File: src/rtl/lt_pkg.sv
package lt_pkg;
  localparam int OPW  = 4;
  localparam int STW  = 2 * OPW;
  localparam int RSPW = 3;

  typedef logic [RSPW-1:0] rsp_t;  // {gt, eq, lt}

  localparam int RSP_EQ_BIT = 1;

  typedef enum logic [1:0] {
    PH_IDLE = 2'd0,
    PH_CAPT = 2'd1,
    PH_CMP  = 2'd2
  } phase_e;

  function automatic rsp_t cmp_golden(input logic [OPW-1:0] a, input logic [OPW-1:0] b);
    rsp_t r;
    r[2] = (a > b);
    r[1] = (a == b);
    r[0] = (a < b);
    return r;
  endfunction
endpackage

File: src/rtl/lt_pacer.sv
module lt_pacer #(
  parameter int DIV_RATIO = 50_000_000
) (
  input  logic clk,
  input  logic rst_n,
  output logic tick
);
  localparam int CW = (DIV_RATIO > 1) ? $clog2(DIV_RATIO) : 1;
  localparam logic [CW-1:0] LAST = CW'(DIV_RATIO - 1);

  logic [CW-1:0] cnt_q, cnt_d;

  always_comb begin
    if (cnt_q == LAST) cnt_d = '0;
    else               cnt_d = cnt_q + 1'b1;
  end

  always_ff @(posedge clk or negedge rst_n) begin
    if (!rst_n) cnt_q <= '0;
    else        cnt_q <= cnt_d;
  end

  assign tick = (cnt_q == LAST);
endmodule

File: src/rtl/lt_vec_rom.sv
module lt_vec_rom
  import lt_pkg::*;
#(
  parameter int NUM_VEC = 16,
  localparam int IW = (NUM_VEC > 1) ? $clog2(NUM_VEC) : 1
) (
  input  logic [IW-1:0]  idx,
  output logic [STW-1:0] stim,
  output rsp_t           resp
);
  function automatic logic [STW-1:0] stim_of(input int i);
    logic [OPW-1:0] a, b;
    a = OPW'(i % 16);
    b = OPW'((3 * i) % 16);
    return {a, b};
  endfunction

  logic [STW-1:0] stim_tab [NUM_VEC];
  rsp_t           resp_tab [NUM_VEC];

  for (genvar g = 0; g < NUM_VEC; g++) begin : g_tab
    assign stim_tab[g] = stim_of(g);
    assign resp_tab[g] = cmp_golden(stim_of(g)[STW-1:OPW], stim_of(g)[OPW-1:0]);
  end

  assign stim = stim_tab[idx];
  assign resp = resp_tab[idx];
endmodule

File: src/rtl/lt_mag_cmp.sv
module lt_mag_cmp
  import lt_pkg::*;
(
  input  logic [OPW-1:0] a,
  input  logic [OPW-1:0] b,
  output rsp_t           res
);
  logic [OPW:0] diff;

  always_comb begin
    diff   = {1'b0, a} - {1'b0, b};
    res[1] = (diff == '0);
    res[0] = diff[OPW];
    res[2] = !diff[OPW] && (diff != '0);
  end
endmodule

File: src/rtl/vec_tester.sv
module vec_tester
  import lt_pkg::*;
#(
  parameter int DIV_RATIO = 50_000_000,
  parameter int NUM_VEC   = 16
) (
  input  logic clk,
  input  logic rst_n,
  input  logic fault_inj,
  output logic pass_led,
  output logic fail_led,
  output logic any_fail,
  output logic done
);
  localparam int IW = (NUM_VEC > 1) ? $clog2(NUM_VEC) : 1;
  localparam logic [IW-1:0] LAST_IDX = IW'(NUM_VEC - 1);

  // reset synchroniser: asserts at once, releases after two edges
  logic rst_s1_q, rst_sync_n;
  always_ff @(posedge clk or negedge rst_n) begin
    if (!rst_n) begin
      rst_s1_q   <= 1'b0;
      rst_sync_n <= 1'b0;
    end else begin
      rst_s1_q   <= 1'b1;
      rst_sync_n <= rst_s1_q;
    end
  end

  logic tick;
  lt_pacer #(.DIV_RATIO(DIV_RATIO)) u_pacer (
    .clk  (clk),
    .rst_n(rst_sync_n),
    .tick (tick)
  );

  logic [IW-1:0]  idx_q, idx_d;
  logic [STW-1:0] rom_stim;
  rsp_t           rom_resp;
  lt_vec_rom #(.NUM_VEC(NUM_VEC)) u_rom (
    .idx (idx_q),
    .stim(rom_stim),
    .resp(rom_resp)
  );

  logic [STW-1:0] stim_q, stim_d;
  rsp_t           dut_raw, dut_out;
  lt_mag_cmp u_dut (
    .a  (stim_q[STW-1:OPW]),
    .b  (stim_q[OPW-1:0]),
    .res(dut_raw)
  );

  always_comb begin
    dut_out = dut_raw;
    if (fault_inj) dut_out[RSP_EQ_BIT] = 1'b0;
  end

  phase_e ph_q, ph_d;
  rsp_t   cap_q, cap_d;
  logic   pass_q, pass_d, fail_q, fail_d, sticky_q, sticky_d, done_q, done_d;
  logic   match;

  assign match = (cap_q == rom_resp);

  always_comb begin
    ph_d     = ph_q;
    idx_d    = idx_q;
    stim_d   = stim_q;
    cap_d    = cap_q;
    pass_d   = pass_q;
    fail_d   = fail_q;
    sticky_d = sticky_q;
    done_d   = done_q;
    unique case (ph_q)
      PH_IDLE: begin
        if (tick && !done_q) begin
          stim_d = rom_stim;
          cap_d  = '0;
          ph_d   = PH_CAPT;
        end
      end
      PH_CAPT: begin
        cap_d = dut_out;
        ph_d  = PH_CMP;
      end
      PH_CMP: begin
        pass_d   = match;
        fail_d   = !match;
        sticky_d = sticky_q || !match;
        if (idx_q == LAST_IDX) done_d = 1'b1;
        else                   idx_d  = idx_q + 1'b1;
        ph_d = PH_IDLE;
      end
      default: ph_d = PH_IDLE;
    endcase
  end

  always_ff @(posedge clk or negedge rst_sync_n) begin
    if (!rst_sync_n) begin
      ph_q     <= PH_IDLE;
      idx_q    <= '0;
      stim_q   <= '0;
      cap_q    <= '0;
      pass_q   <= 1'b0;
      fail_q   <= 1'b0;
      sticky_q <= 1'b0;
      done_q   <= 1'b0;
    end else begin
      ph_q     <= ph_d;
      idx_q    <= idx_d;
      stim_q   <= stim_d;
      cap_q    <= cap_d;
      pass_q   <= pass_d;
      fail_q   <= fail_d;
      sticky_q <= sticky_d;
      done_q   <= done_d;
    end
  end

  assign pass_led = pass_q;
  assign fail_led = fail_q;
  assign any_fail = sticky_q;
  assign done     = done_q;
endmodule

File: config.mk
export PLATFORM = sky130hd
export DESIGN_NAME = vec_tester
export DESIGN_NICKNAME = d
export VERILOG_FILES = /design/src/rtl/lt_pkg.sv /design/src/rtl/lt_pacer.sv /design/src/rtl/lt_vec_rom.sv /design/src/rtl/lt_mag_cmp.sv /design/src/rtl/vec_tester.sv
export SDC_FILE = /design/constraint.sdc
export NUM_CORES = 1
export LEC_CHECK = 0
export ABC_AREA = 1
export BUFFER_PORTS_ARGS = -buffer_cell sky130_fd_sc_hd__buf_2
export CAP_MARGIN = 40
export CORE_UTILIZATION = 50
export DETAILED_ROUTE_END_ITERATION = 8
export PLACE_DENSITY = 0.7
export SLEW_MARGIN = 20
export SYNTH_ARGS = -nofsm -noshare
export SYNTH_HDL_FRONTEND = slang
export SYNTH_SLANG_ARGS = --single-unit
File: constraint.sdc
create_clock -name clk -period 1.5 [get_ports clk]
set_input_delay 0.3 -clock clk [delete_from_list [all_inputs] [get_ports clk]]
set_output_delay 0.3 -clock clk [all_outputs]
set_load 0.01 [all_outputs]
Word level (Yosys, flattened, before mapping):

Memory sizes are Yosys's and may differ from the RTL's. A register that Yosys moved wholly into a read port is not among the register bits.
Index checks and enable logic that the tools add are counted.

* ROM bits: 176
* memories: 2
* flip-flop bits (word level): 41
* word-level logic and storage cells: 47
* input bits: 3
* output and inout bits: 4

Memory list
* (name not given): words 16, bits a word 8, rd ports 1, clocked after Yosys merged registers in 1, wr ports 0, RTL line lt_vec_rom.sv:26 `assign stim = stim_tab[idx];`
* (name not given): words 16, bits a word 3, rd ports 1, clocked after Yosys merged registers in 0, wr ports 0, RTL line lt_vec_rom.sv:27 `assign resp = resp_tab[idx];`

* equal/unequal tests: 6
* magnitude comparators: 1
* mux-type cells: 8
* bitwise logic cells: 2
* reduce and logical (&&, ||, !) cells: 15
* $add $sub $neg: 3

Operators with widths (number)
* adder 26 x 1 -> 26 bit, second input constant: 1
* equality test 26 bit, second input constant: 1
* 2-to-1 mux 26 bit: 1
* 2-to-1 mux 3 bit: 3
* AND reduction 2 bit: 4
* one-hot mux 3 bit (2 select lines): 1
* >= comparator 5 bit, second input constant: 1
* zero test 5 bit: 1
* NOT 4 -> 5 bit: 1
* nonzero test 5 bit: 1
* subtractor 4 x 4 -> 5 bit: 1
* adder 4 x 1 -> 4 bit, second input constant: 1
* equality test 4 bit, second input constant: 1
* zero test 1 bit: 4
* one-hot mux 2 bit (2 select lines): 1
* equality test 3 bit: 1
* equality test 2 x 1 -> 1 bit, second input constant: 1
* equality test 2 bit, second input constant: 1
* logical AND 1 bit: 2
* zero test 2 bit: 1
* 2-to-1 mux 2 bit: 1
* != test 2 bit, second input constant: 1
* nonzero test 2 bit: 1
* logical OR 1 bit: 1
* other kinds (2): 2

Longest topological paths before layout:

* word-level depth: 7
* depth in mapped cells: 11
* gate-level depth less buffers: 11

Hierarchy:

A second synthesis with hierarchy kept.

* cell total of the unflattened synthesis: 385
* area total of the unflattened synthesis: 2881.5 um2

By module, submodules not included
* lt_pacer: sequential area each 650.6 um2, cells each 214, instances 1, area an instance 1520.2 um2
* vec_tester: sequential area each 575.6 um2, cells each 108, instances 1, area an instance 975.9 um2
* lt_mag_cmp: sequential area each 0.0 um2, cells each 34, instances 1, area an instance 205.2 um2
* lt_vec_rom: sequential area each 0.0 um2, cells each 29, instances 1, area an instance 180.2 um2

Least setup slack after synthesis:

Ideal clock, no wire load.

* path kind: register to register
* start point: register u_pacer.cnt_q[0]
* end point: register cap_q[0]
* required time: 1.382 ns
* setup slack: 0.019 ns
* cell stages (with the launch flop): 10
* buffers on the path: 1
* arrival time: 1.363 ns
* period minus slack after synthesis: 1.481 ns
* setup time: 0.118 ns
* cells stage by stage: dfrtp_1 > ha_1 > nand2_2 > nor2_4 > nand2_2 > nor2_4 > nand4_4 > buf_6 > nand3_1 > nand2_1

* word-level cells in the longest chain between the ends: 4

RTL lines
* from (decl): RTL line lt_pacer.sv:11 `logic [CW-1:0] cnt_q, cnt_d;`
* from (signal assigned): RTL line lt_pacer.sv:20 `else cnt_q <= cnt_d;`
* equality test 26 bit: RTL line lt_pacer.sv:23 `assign tick = (cnt_q == LAST);`
* logical AND 1 bit: RTL line vec_tester.sv:77 `if (tick && !done_q) begin`
* != test 2 bit (no line)
* AND reduction 2 bit (no line)
* to (signal assigned): RTL line vec_tester.sv:113 `cap_q <= cap_d;`
* to (decl): RTL line vec_tester.sv:60 `rsp_t cap_q, cap_d;`

Every way passes these cells.
A chain may end at the register's enable or synchronous reset.

Worst setup path after layout:

* start point: register u_pacer.cnt_q[0]
* end point: register stim_q[7]

* word-level cells in the longest chain between the ends: 3

RTL lines
* equality test 26 bit: RTL line lt_pacer.sv:23
* logical AND 1 bit: RTL line vec_tester.sv:77
* AND reduction 2 bit (no line)
* to (decl): RTL line vec_tester.sv:46 `logic [STW-1:0] stim_q, stim_d;`

Every way passes these cells.

==> results.yml <==
status:
  status: "complete, no violations"
yosys:
  synth.distinct_cells: 31
  ys_ff_latch: 47
  syn_avg_cell_area_sq_um: 7.732
  synth_cells: 357
  async_reset_ff_frac: 1.000
  synth_fp_nets: 372
  yosys_warnings: 0
  synthFlopType: "dfrtp_1"
  synth_seq_area_share: 0.4261
  synth.cell_area_sq_um: 2760
  synth_edf_count: 0
routing:
  via_per_inst: 4.886
  firstDrtPassIters: 4
  drt-total-wl_microns: 5992
  ant_nets: 0
  num_vias: 2321
  drt_first_iter_violations: 173
  drc: 0
  wl_per_cell_microns: 12.61
layout:
  fin_nets: 419
  fin_util: 0.6481
  syn_to_final_growth_pct: 22.21
  nFillCells: 454
  final_layout_size_suffix_gt1_frac: 0.2716
  antenna_cells: 0
sta:
  layout_min_cycle_time_ps: 1488
  finalHoldViolations: 0
  slew_violations: 0
  period_share: 0.9920
  max_freq_mhz: 672.1
  rsz0062_at_grt: "true"
  finalSetupViolations: 0
  tns_ps: 0
  finalClockSkew_ps: 11.19
floorplan:
  dieWidth_microns: 76.30
  coreArea_sq_um: 5205
  ios: 7
  die_area_sq_um: 5822
  rows: 26
  start_util: 0.5303
  die_h_microns: 76.30
clock_tree:
  clock_path_buffers: 2
  cts_tree: "yes"
  clock_latency_ps: 300
  htree_levels: 2
  cts_sinks: 47
  clk_pin_slew_ps: 90
  cts_buffers: 5
  clockRootBuffer: "clkbuf_8"
power:
  total_power_w: 0.002277
  power_density_nw_per_um2: 675.0
  power_leakage_nw: 1.675
  ir_drop_mv: 0.4185
worst_setup_path:
  arrival_ps: 1680
  r2r-end: "stim_q[7]"
  r2r_setup_slack_ps: 10
  cp_max_fo: 7
  crit_path_start: "u_pacer.cnt_q[0]"
  end_kind: "flop"
  cp-start-kind: "flop"
  crit_type: "reg2reg"
  r2r_cells: 8
  cp.required_ps: 1690
  r2r_start: "u_pacer.cnt_q[0]"
global_route:
  grt_pass1_vias: 2355
  grtUsageTotal: 0.2222
  grt_overflow: 0
  grt_pass1_wl_microns: 10310
  grt_max_degree: 29
  antenna_found_initial: 0
placed_design:
  place_hpwl_microns: 4462
  place.port_buffers: 6
  gp_congestion: 0.8784
flow_run:
  drv_cap: 0
min_path:
  hold_path.class: "reg2async"
==> state kept, by name, summed over array words and instances, names as in the netlist <==
| signal | count |
|---|---|
| stim_q | 6 |
| u_pacer.cnt_q | 26 |
| idx_q | 4 |
| ph_q | 2 |
| rst_sync_n | 1 |
| fail_led | 1 |
| rst_s1_q | 1 |
| done | 1 |
| pass_led | 1 |
| cap_q | 3 |
| any_fail | 1 |
==> cells in the final DEF, fill, tap and decap left out, types with 5 or more instances in the layout <==
cell type | Yosys | final
nand2_2 | 9 | 14
dfrtp_1 | 47 | 46
buf_2 | 0 | 6
nand3_1 | 24 | 23
clkbuf_8 | 0 | 6
nand4_1 | 5 | 5
o21ai_2 | 5 | 7
xnor2_1 | 6 | 6
nor3_1 | 5 | 5
nor2_1 | 50 | 40
nor2_2 | 5 | 14
buf_4 | 0 | 32
xor2_1 | 8 | 8
nand2_1 | 86 | 81
a21oi_1 | 5 | 5
inv_1 | 54 | 49
o21ai_0 | 13 | 10
inv_2 | 3 | 8
ha_1 | 12 | 8
nor2_4 | 5 | 6
==> cell families (layout without fill, tap and decap cells) <==
kind of cell,after synthesis,after routing,synth area share
simple gates,195,196,0.3277
buf+inv,60,107,0.08522
flops,47,47,0.4261
compound gates,28,28,0.06074
xor+xnor,14,14,0.04443
fa+ha+maj,12,12,0.05440
other cells,1,1,0.001359
==> layout make-up <==
| class | count | area (sq um) | area share |
|---|---|---|---|
| multi-input cells | 251 | 1460 | 0.4329 |
| well taps | 70 | 87.58 | 0.02596 |
| clock inverters | 2 | 35.03 | 0.01039 |
| inverters | 58 | 219.0 | 0.06491 |
| repair buffers | 41 | 311.5 | 0.09236 |
| clock buffers | 6 | 82.58 | 0.02448 |
| flip-flops and latches | 47 | 1177 | 0.3490 |
==> where the power goes <==
part | leakage (nW) | switching (W) | internal, W
registers | 0.626 | 0.0000103 | 0.00127
logic | 0.988 | 0.0000161 | 0.00000910
clock network | 0.0612 | 0.000433 | 0.000540
total | 1.67 | 0.000460 | 0.00182
==> per-layer routing <==
metal | global-route usage | vias to the layer above | share of wire
li1 | - | 1197 | -
met1 | 0.2675 | 1076 | 0.42
met2 | 0.3928 | 34 | 0.53
met3 | 0.04072 | 14 | 0.030
met4 | 0.08462 | 0 | 0.021
met5 | 0 | - | 0
==> cells in the mapped netlist (6+ instances only) <==
library cell,n,share of area
xor2_1,8,0.025
xnor2_1,6,0.019
ha_1,12,0.054
nand3_1,24,0.044
nand2_2,9,0.020
nor2_1,50,0.068
nand2_1,86,0.12
inv_1,54,0.073
o21ai_0,13,0.024
dfrtp_1,47,0.43
==> worst max-delay path by stage <==
stage                              endpoint  slack (ps)  depth (start not counted)
after floorplan                    cap_q[0]          20                          9
after global placement            stim_q[2]          20                          8
after detailed placement          stim_q[5]         -30                          8
after CTS                 u_pacer.cnt_q[16]         -20                          8
after global routing               cap_q[1]        -100                          8
final                             stim_q[7]          10                          8
==> per-stage QoR <==
stage	worst slack (ps)	hold WS, ps	instance area, sq um	instances
after detailed placement	-27.00	86.53	3085	459
after global placement	20.06	84.69	3085	459
final	12.03	204.1	3373	475
after floorplan	18.96	4.409	2760	357
after global routing	-102.6	251.2	3373	475
after CTS	-18.22	221.9	3234	469
==> critical path, cell delays in order (launching register included) <==
cell     delay (ps)
dfrtp_1         360
ha_2            190
nand2_2          70
nor2_4          130
nand2_2          90
nor2_4          190
nand4_4         190
nand2_2         110
o21ai_2          50
==> repair_timing <==
action / 4_1_cts / 5_1_grt
hold buffers: 1 / 0
pin swaps: 1 / 19
resized for setup: 2 / 33
hold endpoints to repair: 2 / 0
setup buffers: 0 / 6
gates cloned: 1 / 0
setup endpoints to repair: 10 / 30
(Power assumes the default switching activity.)
